--- src/rtl/ptw_pkg.sv ---
package ptw_pkg;
  localparam int FAULT_W   = 10;
  localparam int REF_BIT   = 5;
  localparam int MOD_BIT   = 6;
  localparam logic [1:0] LAST_LVL = 2'd3;

  localparam logic [1:0] ET_INVALID = 2'd0;
  localparam logic [1:0] ET_PTR     = 2'd1;
  localparam logic [1:0] ET_PAGE    = 2'd2;

  localparam logic [2:0] FK_INVALID  = 3'd1;
  localparam logic [2:0] FK_BUSERR   = 3'd2;
  localparam logic [2:0] FK_RESERVED = 3'd4;

  localparam logic [1:0] SZ_4K   = 2'd0;
  localparam logic [1:0] SZ_256K = 2'd1;
  localparam logic [1:0] SZ_16M  = 2'd2;

  typedef enum logic [1:0] {ST_IDLE, ST_ISSUE, ST_WAIT} walk_state_e;
  typedef enum logic [2:0] {OC_DESCEND, OC_LEAF, OC_WBDONE, OC_FAULT} outcome_e;

  function automatic logic [FAULT_W-1:0] fault_code(input logic [1:0] lvl,
                                                     input logic [2:0] kind);
    return {lvl, 3'b000, kind, 2'b00};
  endfunction
endpackage

--- src/rtl/ptw_addr_gen.sv ---
module ptw_addr_gen import ptw_pkg::*; #(
  parameter int PA_W  = 36,
  parameter int CTX_W = 8
) (
  input  logic [1:0]       level,
  input  logic [31:0]      ctx_base,
  input  logic [CTX_W-1:0] ctx,
  input  logic [31:0]      entry,
  input  logic [31:0]      va,
  output logic [PA_W-1:0]  addr
);
  logic [PA_W-1:0] base;
  logic [PA_W-1:0] index;

  always_comb begin
    base = PA_W'({entry[31:2], 6'b0});
    unique case (level)
      2'd0: begin
        base  = PA_W'({ctx_base, 4'b0});
        index = PA_W'({ctx, 2'b00});
      end
      2'd1:    index = PA_W'({va[31:24], 2'b00});
      2'd2:    index = PA_W'({va[23:18], 2'b00});
      default: index = PA_W'({va[17:12], 2'b00});
    endcase
    addr = base + index;
  end
endmodule

--- src/rtl/ptw_leaf.sv ---
module ptw_leaf import ptw_pkg::*; #(
  parameter int PA_W = 36
) (
  input  logic [31:0]     entry,
  input  logic [1:0]      level,
  input  logic [31:0]     va,
  input  logic            is_write,
  output logic [31:0]     new_entry,
  output logic            need_wb,
  output logic [PA_W-1:0] pa,
  output logic [1:0]      size
);
  logic [PA_W-1:0] offset;

  always_comb begin
    new_entry = entry | (32'd1 << REF_BIT);
    if (is_write) new_entry = new_entry | (32'd1 << MOD_BIT);
    need_wb = (new_entry != entry);
    unique case (level)
      2'd1: begin offset = PA_W'(va[23:0]); size = SZ_16M;  end
      2'd2: begin offset = PA_W'(va[17:0]); size = SZ_256K; end
      default: begin offset = PA_W'(va[11:0]); size = SZ_4K; end
    endcase
    pa = PA_W'({entry[31:8], 12'b0}) + offset;
  end
endmodule

--- src/rtl/ptw_top.sv ---
module ptw_top import ptw_pkg::*; #(
  parameter int PA_W       = 36,
  parameter int CTX_W      = 8,
  parameter int BOOT_OFF_W = 19
) (
  input  logic               clk,
  input  logic               rst,
  input  logic               cfg_enable,
  input  logic               cfg_boot,
  input  logic [31:0]        cfg_ctx_base,
  input  logic [CTX_W-1:0]   cfg_ctx,
  input  logic [PA_W-1:0]    cfg_prom_base,
  input  logic               req_valid,
  output logic               req_ready,
  input  logic [31:0]        req_va,
  input  logic               req_write,
  input  logic               req_fetch,
  output logic               mem_req_valid,
  output logic               mem_req_write,
  output logic [PA_W-1:0]    mem_req_addr,
  output logic [31:0]        mem_req_wdata,
  input  logic               mem_req_ready,
  input  logic               mem_rsp_valid,
  input  logic [31:0]        mem_rsp_data,
  input  logic               mem_rsp_err,
  output logic               done,
  output logic               res_ok,
  output logic               res_bypass,
  output logic [FAULT_W-1:0] res_fault,
  output logic [31:0]        res_entry,
  output logic [PA_W-1:0]    res_pa,
  output logic [1:0]         res_size
);
  walk_state_e     state_q;
  logic [1:0]      lvl_q;
  logic [31:0]     va_q;
  logic            wr_q;
  logic            wb_q;
  logic [PA_W-1:0] addr_q;
  logic [31:0]     wdata_q;

  logic [1:0]      gen_level;
  logic [31:0]     gen_va;
  logic [PA_W-1:0] gen_addr;
  logic [31:0]     leaf_entry;
  logic            leaf_wb;
  logic [PA_W-1:0] leaf_pa;
  logic [1:0]      leaf_size;
  outcome_e        oc;
  logic [2:0]      kind;
  logic            boot_hit;

  assign gen_level = (state_q == ST_IDLE) ? 2'd0 : lvl_q + 2'd1;
  assign gen_va    = (state_q == ST_IDLE) ? req_va : va_q;
  assign boot_hit  = cfg_boot && req_fetch;

  ptw_addr_gen #(.PA_W(PA_W), .CTX_W(CTX_W)) u_addr (
    .level(gen_level), .ctx_base(cfg_ctx_base), .ctx(cfg_ctx),
    .entry(mem_rsp_data), .va(gen_va), .addr(gen_addr)
  );

  ptw_leaf #(.PA_W(PA_W)) u_leaf (
    .entry(mem_rsp_data), .level(lvl_q), .va(va_q), .is_write(wr_q),
    .new_entry(leaf_entry), .need_wb(leaf_wb), .pa(leaf_pa), .size(leaf_size)
  );

  // Classify the response in the wait state.
  always_comb begin
    oc   = OC_FAULT;
    kind = FK_RESERVED;
    if (mem_rsp_err) begin
      kind = FK_BUSERR;
    end else if (wb_q) begin
      oc = OC_WBDONE;
    end else begin
      unique case (mem_rsp_data[1:0])
        ET_INVALID: kind = FK_INVALID;
        ET_PTR:     if (lvl_q != LAST_LVL) oc = OC_DESCEND;
        ET_PAGE:    if (lvl_q != 2'd0) oc = OC_LEAF;
        default:    kind = FK_RESERVED;
      endcase
    end
  end

  always_ff @(posedge clk) begin
    if (rst) begin
      state_q    <= ST_IDLE;
      lvl_q      <= '0;
      va_q       <= '0;
      wr_q       <= 1'b0;
      wb_q       <= 1'b0;
      addr_q     <= '0;
      wdata_q    <= '0;
      done       <= 1'b0;
      res_ok     <= 1'b0;
      res_bypass <= 1'b0;
      res_fault  <= '0;
      res_entry  <= '0;
      res_pa     <= '0;
      res_size   <= SZ_4K;
    end else begin
      done <= 1'b0;
      unique case (state_q)
        ST_IDLE: if (req_valid) begin
          va_q <= req_va;
          wr_q <= req_write;
          if (!cfg_enable) begin
            done       <= 1'b1;
            res_ok     <= 1'b1;
            res_bypass <= 1'b1;
            res_fault  <= '0;
            res_entry  <= '0;
            res_size   <= SZ_4K;
            res_pa     <= boot_hit ? (cfg_prom_base | PA_W'(req_va[BOOT_OFF_W-1:0]))
                                   : PA_W'(req_va);
          end else begin
            lvl_q      <= 2'd0;
            wb_q       <= 1'b0;
            addr_q     <= gen_addr;
            res_bypass <= 1'b0;
            state_q    <= ST_ISSUE;
          end
        end
        ST_ISSUE: if (mem_req_ready) state_q <= ST_WAIT;
        ST_WAIT: if (mem_rsp_valid) begin
          unique case (oc)
            OC_DESCEND: begin
              lvl_q   <= lvl_q + 2'd1;
              addr_q  <= gen_addr;
              state_q <= ST_ISSUE;
            end
            OC_LEAF: begin
              res_entry <= leaf_entry;
              res_pa    <= leaf_pa;
              res_size  <= leaf_size;
              res_fault <= '0;
              if (leaf_wb) begin
                wb_q    <= 1'b1;
                wdata_q <= leaf_entry;
                state_q <= ST_ISSUE;
              end else begin
                done    <= 1'b1;
                res_ok  <= 1'b1;
                state_q <= ST_IDLE;
              end
            end
            OC_WBDONE: begin
              done    <= 1'b1;
              res_ok  <= 1'b1;
              state_q <= ST_IDLE;
            end
            default: begin
              done      <= 1'b1;
              res_ok    <= 1'b0;
              res_fault <= fault_code(lvl_q, kind);
              res_entry <= '0;
              res_pa    <= '0;
              res_size  <= SZ_4K;
              state_q   <= ST_IDLE;
            end
          endcase
        end
        default: state_q <= ST_IDLE;
      endcase
    end
  end

  assign req_ready     = (state_q == ST_IDLE);
  assign mem_req_valid = (state_q == ST_ISSUE);
  assign mem_req_write = wb_q;
  assign mem_req_addr  = addr_q;
  assign mem_req_wdata = wdata_q;

  a_r1_done_pulse: assert property (@(posedge clk) disable iff (rst)
    done |=> !done);
  a_r1_idle_no_mem: assert property (@(posedge clk) disable iff (rst)
    req_ready |-> !mem_req_valid);
  a_r11_req_hold: assert property (@(posedge clk) disable iff (rst)
    (mem_req_valid && !mem_req_ready) |=>
      (mem_req_valid && $stable(mem_req_addr) && $stable(mem_req_write)));
  a_r7_wb_has_ref: assert property (@(posedge clk) disable iff (rst)
    (mem_req_valid && mem_req_write) |-> mem_req_wdata[REF_BIT]);
  a_r4_fault_code_set: assert property (@(posedge clk) disable iff (rst)
    (done && !res_ok) |-> (res_fault != '0));
  a_r5_leaf_is_page: assert property (@(posedge clk) disable iff (rst)
    (done && res_ok && !res_bypass) |-> (res_entry[1:0] == ET_PAGE && res_entry[REF_BIT]));
  a_r8_bypass_small: assert property (@(posedge clk) disable iff (rst)
    (done && res_bypass) |-> (res_ok && res_size == SZ_4K));
endmodule

--- config.mk ---
export PLATFORM = sky130hd
export DESIGN_NAME = ptw_top
export DESIGN_NICKNAME = d
export VERILOG_FILES = /design/src/rtl/ptw_pkg.sv /design/src/rtl/ptw_addr_gen.sv /design/src/rtl/ptw_leaf.sv /design/src/rtl/ptw_top.sv
export SDC_FILE = /design/constraint.sdc
export NUM_CORES = 1
export LEC_CHECK = 0
export ABC_AREA = 1
export CAP_MARGIN = 20
export CORE_AREA = 2 2 141 157
export CTS_CLUSTER_DIAMETER = 200
export DETAILED_ROUTE_END_ITERATION = 7
export DIE_AREA = 0 0 143 159
export DONT_BUFFER_PORTS = 1
export PLACE_DENSITY = 0.58
export SLEW_MARGIN = 25
export SYNTH_ARGS = -nofsm -noshare
export SYNTH_HDL_FRONTEND = slang
export SYNTH_SLANG_ARGS = --single-unit
export TNS_END_PERCENT = 20
--- constraint.sdc ---
create_clock -name clk -period 4.5 [get_ports clk]
set_clock_uncertainty 0.1 [all_clocks]
set_input_delay 0.225 -clock clk [delete_from_list [all_inputs] [get_ports clk]]
set_output_delay 0.225 -clock clk [all_outputs]
set_load 0.01 [all_outputs]
* Yosys cells after proc, flatten, opt, wreduce, memory -nomap -nowiden
Cells that the tools add are included.
Widths: inputs -> output; s select.
** Word-level totals
- Register bits :: 189
- Input port bits :: 150
- Output and inout port bits :: 154
- Word-level logic and storage cells :: 127
** Cells by class
- Add/sub/neg operators :: 3
- Equality and inequality tests :: 23
- Muxes and demuxes :: 71
- Bitwise gates (word level) :: 1
- Reductions and logical operators :: 15
** Operators by type and width (count)
- $mux 36 :: 9
- $pmux 36 s2 :: 3
- $mux 32 :: 4
- $pmux 32 s2 :: 2
- $pmux 24 s2 :: 1
- $pmux 10 s2 :: 2
- $add 36x10->36 :: 1
- $add 36x24->36 :: 1
- $or 36x19->36 :: 1
- $mux 2 :: 16
- $ne 32x32->1 :: 1
- $mux 10 :: 3
- $pmux 10 s3 :: 1
- $pmux 2 s2 :: 5
- $ne 2x2->1 const B :: 9
- $mux 1 :: 14
- $reduce_and 6->1 :: 2
- $pmux 1 s2 :: 5
- $reduce_and 5->1 :: 2
- $mux 3 :: 3
- $eq 2x1->1 const B :: 4
- $eq 2x2->1 const B :: 4
- $reduce_and 4->1 :: 2
- $mux 7 :: 1
- 13 further kinds :: 17

* Depth between registers and ports, before layout
- Depth after elaboration :: 10
- Gate-level depth with buffers :: 25
- Mapped depth without buffers :: 22

* By module
Synthesis repeated with hierarchy kept, for this count alone.
** Unflattened totals
- Cells, all modules :: 2052
- Area total of the unflattened synthesis :: 12239.2 um^2
** By module, submodules not included
- ptw_top :: times used 1, cells an instance 1301, area an instance 8505.7 um^2, sequential area each 3683.5 um^2
- ptw_addr_gen :: times used 1, cells an instance 405, area an instance 1959.4 um^2, sequential area each 0.0 um^2
- ptw_leaf :: times used 1, cells an instance 346, area an instance 1774.2 um^2, sequential area each 0.0 um^2

* Worst setup path after synthesis
No wires, ideal clock.
- Path kind :: register -> register
- From :: register lvl_q[0]
- To :: register addr_q[19], in the netlist mem_req_addr[19]
- Setup time :: 109 ps
- Arrival :: 3561 ps
- Required time :: 4291 ps
- Setup slack :: 730 ps
- Stages on the path, launching flop included :: 24
- Path buffers :: 6
- Period minus slack after synthesis :: 3770 ps
- Cell sequence :: dfxtp_1 buf_4 inv_2 clkbuf_1 ha_1 buf_4 o21ai_4 buf_6 buf_6 clkbuf_1 o21ai_0 ha_1 nand2_1 nor2_1 nand2_1 nand3_1 nand3_1 nand2_1 nand2_2 nor2_4 xnor2_1 nand2_1 nand2_1 inv_1
** Between the ends
- Cells in the longest elaborated chain, start to end :: 8
- Elaborated cells between the ends (all ways) :: 23
- Classes of those cells :: 2 x add/sub; 4 x eq/ne; 13 x mux; 4 x reduce/logical
** RTL lines
- start, declared :: RTL line ptw_top.sv:35 : logic [1:0] lvl_q;
- start signal, assigned :: RTL line ptw_top.sv:128 : lvl_q <= lvl_q + 2'd1;
- $add 2x1->2, or another cell as far along :: RTL line ptw_top.sv:53 : assign gen_level = (state_q == ST_IDLE) ? 2'd0 : lvl_q + 2'd1;
- $mux 2 (on tied branches) :: RTL line ptw_top.sv:53, ptw_top.sv:78, ptw_top.sv:79
- $eq 2x2->1, or another cell as far along :: RTL line ptw_addr_gen.sv:17 : unique case (level)
- $pmux 10 s3, or another cell as far along :: RTL line ptw_addr_gen.sv:17
- $add 36x10->36 or $mux 2 (tied branches) :: RTL line ptw_addr_gen.sv:26, ptw_top.sv:71
- $mux 36, or another cell as far along :: RTL line ptw_top.sv:126 : unique case (oc)
- $mux 36, or another cell as far along :: RTL line ptw_top.sv:125 : ST_WAIT: if (mem_rsp_valid) begin
- $pmux 36 s2 or $reduce_and 5->1 (tied branches)
- end signal, assigned :: RTL line ptw_top.sv:119 : addr_q <= gen_addr;
- end signal, assigned :: RTL line ptw_top.sv:129 : addr_q <= gen_addr;
- end, declared :: RTL line ptw_top.sv:39 : logic [PA_W-1:0] addr_q;
Parallel ways exist; a longest one is shown, timed or not. The select of a mux whose other input is x is not followed.
A chain may end at the register's enable or synchronous reset.

* Worst setup path after layout
- From :: register lvl_q[0]
- To :: register res_pa[28]
** Between the ends
- Cells in the longest elaborated chain, start to end :: 10
- Elaborated cells between the ends (all ways) :: 20
- Classes of those cells :: 1 x add/sub; 6 x eq/ne; 9 x mux; 4 x reduce/logical
** RTL lines
- parallel branches: the longest is 10 deep, another holds $add 36x24->36
- end signal, assigned :: RTL line ptw_top.sv:114 : res_pa <= boot_hit ? (cfg_prom_base | PA_W'(req_va[BOOT_OFF_W-1:0]))
- end signal, assigned :: RTL line ptw_top.sv:134 : res_pa <= leaf_pa;
- end, declared :: RTL line ptw_top.sv:31 : output logic [PA_W-1:0] res_pa,
Several ways; the timed one is not identified. The select of a mux whose other input is x is not followed.

==> results.yml <==
cts:
  cts_sinks: 182
  clk_transition_reported_paths_ps: 90
  max-clock-path-buffers: 2
  cts_tree: "done"
  clock_tree.root_cell: "sky130_fd_sc_hd__clkbuf_16"
  ctsHoldBuffers: 102
  cts-htree-levels: 4
  cts-buffers-inserted: 17
  clk-insertion-delay-late_ps: 450
  post_cts.resized_instances: 0
  post-cts-setup-buffers: 0
global_routing:
  grt_remaining_overflow: 0
  global_route.usage.total_pct: 32.78
  via_count_of_the_first_global_routing_pass: 9728
  grt_antenna_before_repair: 1
  grt_max_degree: 57
  wire_length_of_the_first_global_routing_pass_mm: 57.54
synth:
  synth_xor_area_share_pct: 0.9583
  ys_seq_elements: 182
  largest_family_of_logic_cells_by_synthesized_area: "simple AND/OR/NAND/NOR gates"
  synth_cell_type_count: 47
  sequential_to_total_area_share_from_yosys_stat_pct: 36.24
  synth_compound_gate_area_share_pct: 21.19
  netlist_instances: 1477
  synth_top_cell_by_area: "sky130_fd_sc_hd__dfxtp_1"
  muxShareOfSynthArea_pct: 0
  synth_area_in_adders_pct: 3.883
  yosys_warnings: 0
  synth-simple-area-share_pct: 28.79
  post-synth-top-area-fraction_pct: 36.24
  netlist_area_before_placement_um2: 10050
  ys_top_cells_by_area: "sky130_fd_sc_hd__dfxtp_1 (36%), sky130_fd_sc_hd__nand2_1 (13%), sky130_fd_sc_hd__o21ai_0 (7.3%), sky130_fd_sc_hd__a21oi_1 (6.8%), sky130_fd_sc_hd__nor2_1 (5.3%)"
  post_synth.cell_area_avg_um2: 6.807
sta:
  report.final.setup_viol: 0
  min_period_over_period_pct: 87.97
  final.setup.tns_ps: 0
  hold_violations: 0
  post-route-min-period_ps: 3959
  timing_max_transition_violations_final: 0
  achievable-frequency_mhz: 252.6
  grt_setup_unrepaired: "no"
  slew_headroom_pct: 37.61
  worst_pin_slew_ps: 934.5
floorplanning:
  die_area_um2: 22740
  core_region_area_um2: 21090
  fp-row-count: 56
  io_pins: 304
  fp.dieW_um: 143
  die_h_um: 159
  start_util_pct: 47.67
route:
  finalWirelength_mm: 37.56
  drt_first_iter_violations: 780
  vias: 10220
  drt.antenna.violating_nets: 0
  wire_per_inst_um: 20.43
  via_per_inst: 5.560
  dr.pass1.iters: 5
  route.detailed.drc: 0
pwr:
  swShare_pct: 32.78
  cellInternalPower_mw: 2.713
  switching_pwr_mw: 1.323
  irDropWorstVdd_mv: 0.2577
  sequentialPowerShare_pct: 44.3
  portion_of_total_power_attributed_to_the_clock_network_pct: 38.4
  report.power.total_mw: 4.037
  pleak_nw: 5.000
  p_comb_share_pct: 17.3
  power-per-cell-area_nw_per_um2: 341.8
setup_path:
  timing.critical_path.mode_cell: "sky130_fd_sc_hd__nand2_1"
  timing.critical_path.cells: "inv_2 > ha_1 > inv_2 > nor3_1 > ha_1 > fa_1 > nand2_1 > o21ai_0 > a21oi_1 > o21ai_0 > nand2_1 > nand2_1 > nand3_1 > a21oi_1"
  cp_capture_type: "flop"
  path_delay_family: "compound AO/OA/AOI/OAI gates"
  critical_path_arrival_ps: 4240
  type_of_origin_of_the_critical_path: "flop"
  critical-path-slowest-cell: "sky130_fd_sc_hd__o21ai_0"
  crit_path_max_fanout: 14
  critical_path.n_buffers_inverters: 2
  worst_path_largest_cell_delay_ps: 660
  cp.required_ps: 4780
  timing_worst_setup_path_type: "flop to flop"
finish:
  post_route_cells_drive_above_1_share_pct: 8.403
  final-instance-count-excl-fill: 1838
  finish.utilization_pct: 56.00
  mostFrequentLayoutCells: "sky130_fd_sc_hd__nand2_1 (337), sky130_fd_sc_hd__dfxtp_1 (182), sky130_fd_sc_hd__o21ai_0 (147)"
  synthToLayoutAreaGrowth_pct: 17.49
  final_nets: 1714
  layout.cells.most_common: "sky130_fd_sc_hd__nand2_1"
place:
  numPortBuffers: 0
  dp.cells: 1703
  gp_congestion: 0.9373
  hpwlAfterDp_mm: 26.97
min_path:
  min-delay-path-class: "input port to flop"
flow_run:
  timing.max_cap.violations: 0
outcome:
  run_status: "completed"
==> cell type report <==
class                   count  area (um2)
diodes                      1       2.502
clock buffers              18       439.2
clock inverters            14       180.2
fillers                  2082        9279
inverters                 122       459.2
multi-input cells        1091        5550
flip-flops and latches    182        3643
well taps                 290       362.8
repair buffers            120        1174
==> state kept, by name, indices dropped and copies added (netlist names) <==
name	flops
res_pa	36
mem_req_addr	34
mem_req_wdata	32
res_entry	32
va_q	32
res_fault	5
lvl_q	2
res_size	2
state_q	2
done	1
mem_req_write	1
res_bypass	1
res_ok	1
wr_q	1
==> cell usage after synthesis (all sizes together) <==
| master | number |
|---|---|
| buf | 31 |
| a41oi | 8 |
| a22oi | 11 |
| nor2 | 163 |
| ha | 28 |
| or2 | 6 |
| o21a | 16 |
| a21oi | 137 |
| o21ai | 156 |
| fa | 2 |
| nand4 | 5 |
| nand2 | 375 |
| inv | 119 |
| o2111ai | 2 |
| clkinv | 3 |
| nand3 | 93 |
| o21bai | 4 |
| a21boi | 1 |
| o211ai | 8 |
| a21o | 4 |
| a31oi | 18 |
| nor3b | 1 |
| o221a | 1 |
| nor4 | 1 |
| dfxtp | 182 |
| a211oi | 6 |
| clkbuf | 57 |
| nor3 | 13 |
| xnor2 | 5 |
| nand3b | 8 |
| xor2 | 6 |
| and3 | 1 |
| conb | 1 |
| a32oi | 2 |
| a32o | 3 |
==> cell families (layout without fill, tap and decap cells) <==
group / after synthesis / after routing
AOI/OAI and AO/OA: 377 / 377
xor gates and xnor gates: 11 / 11
and+or+nand+nor: 666 / 666
adders and majority gates: 30 / 30
DFF: 182 / 182
other: 1 / 8
buffers and inverters: 210 / 274
==> worst paths after layout <==
kind / endpoint / slack [ps] / from / cells past startpoint
min reg2reg: va_q[25]$_SDFFE_PP0P_ / 350 / va_q[25]$_SDFFE_PP0P_ / 2
max: res_pa[28]$_SDFFE_PP0P_ / 540 / lvl_q[0]$_SDFFE_PP0P_ / 14
min: mem_req_wdata[5]$_SDFFE_PP0P_ / 20 / rst / 2
max reg2reg: res_pa[28]$_SDFFE_PP0P_ / 540 / lvl_q[0]$_SDFFE_PP0P_ / 14
==> power by group through the flow <==
stage          Clock, mW  Combinational, mW  Sequential [mW]
2_1_floorplan          0              0.480             1.79
3_3_place_gp           0              0.587             1.82
3_5_place_dp           0              0.591             1.82
4_1_cts             1.57              0.690             1.79
5_1_grt             1.64              0.774             1.80
6_report            1.55              0.698             1.79
==> per-stage QoR <==
stage | setup slack (ps) | hold WS [ps] | cell area [um2]
finish | 541.2 | 19.02 | 11810
global route | 37.56 | 27.26 | 11810
CTS | 582.3 | 5.200 | 11810
detailed placement | 584.9 | 206.2 | 10150
global placement | 675.2 | 206.1 | 10150
floorplan | 730.3 | 259.9 | 10080
==> routing by layer <==
layer / up-vias / track usage (%) / share of wire [%]
met5: - / 0 / 0
met2: 435 / 54.57 / 47
met1: 4707 / 39.98 / 40
met4: 0 / 13.01 / 3.8
li1: 4991 / - / -
met3: 86 / 8.872 / 8.9
Note: power is estimated with default switching activity, not from simulation.
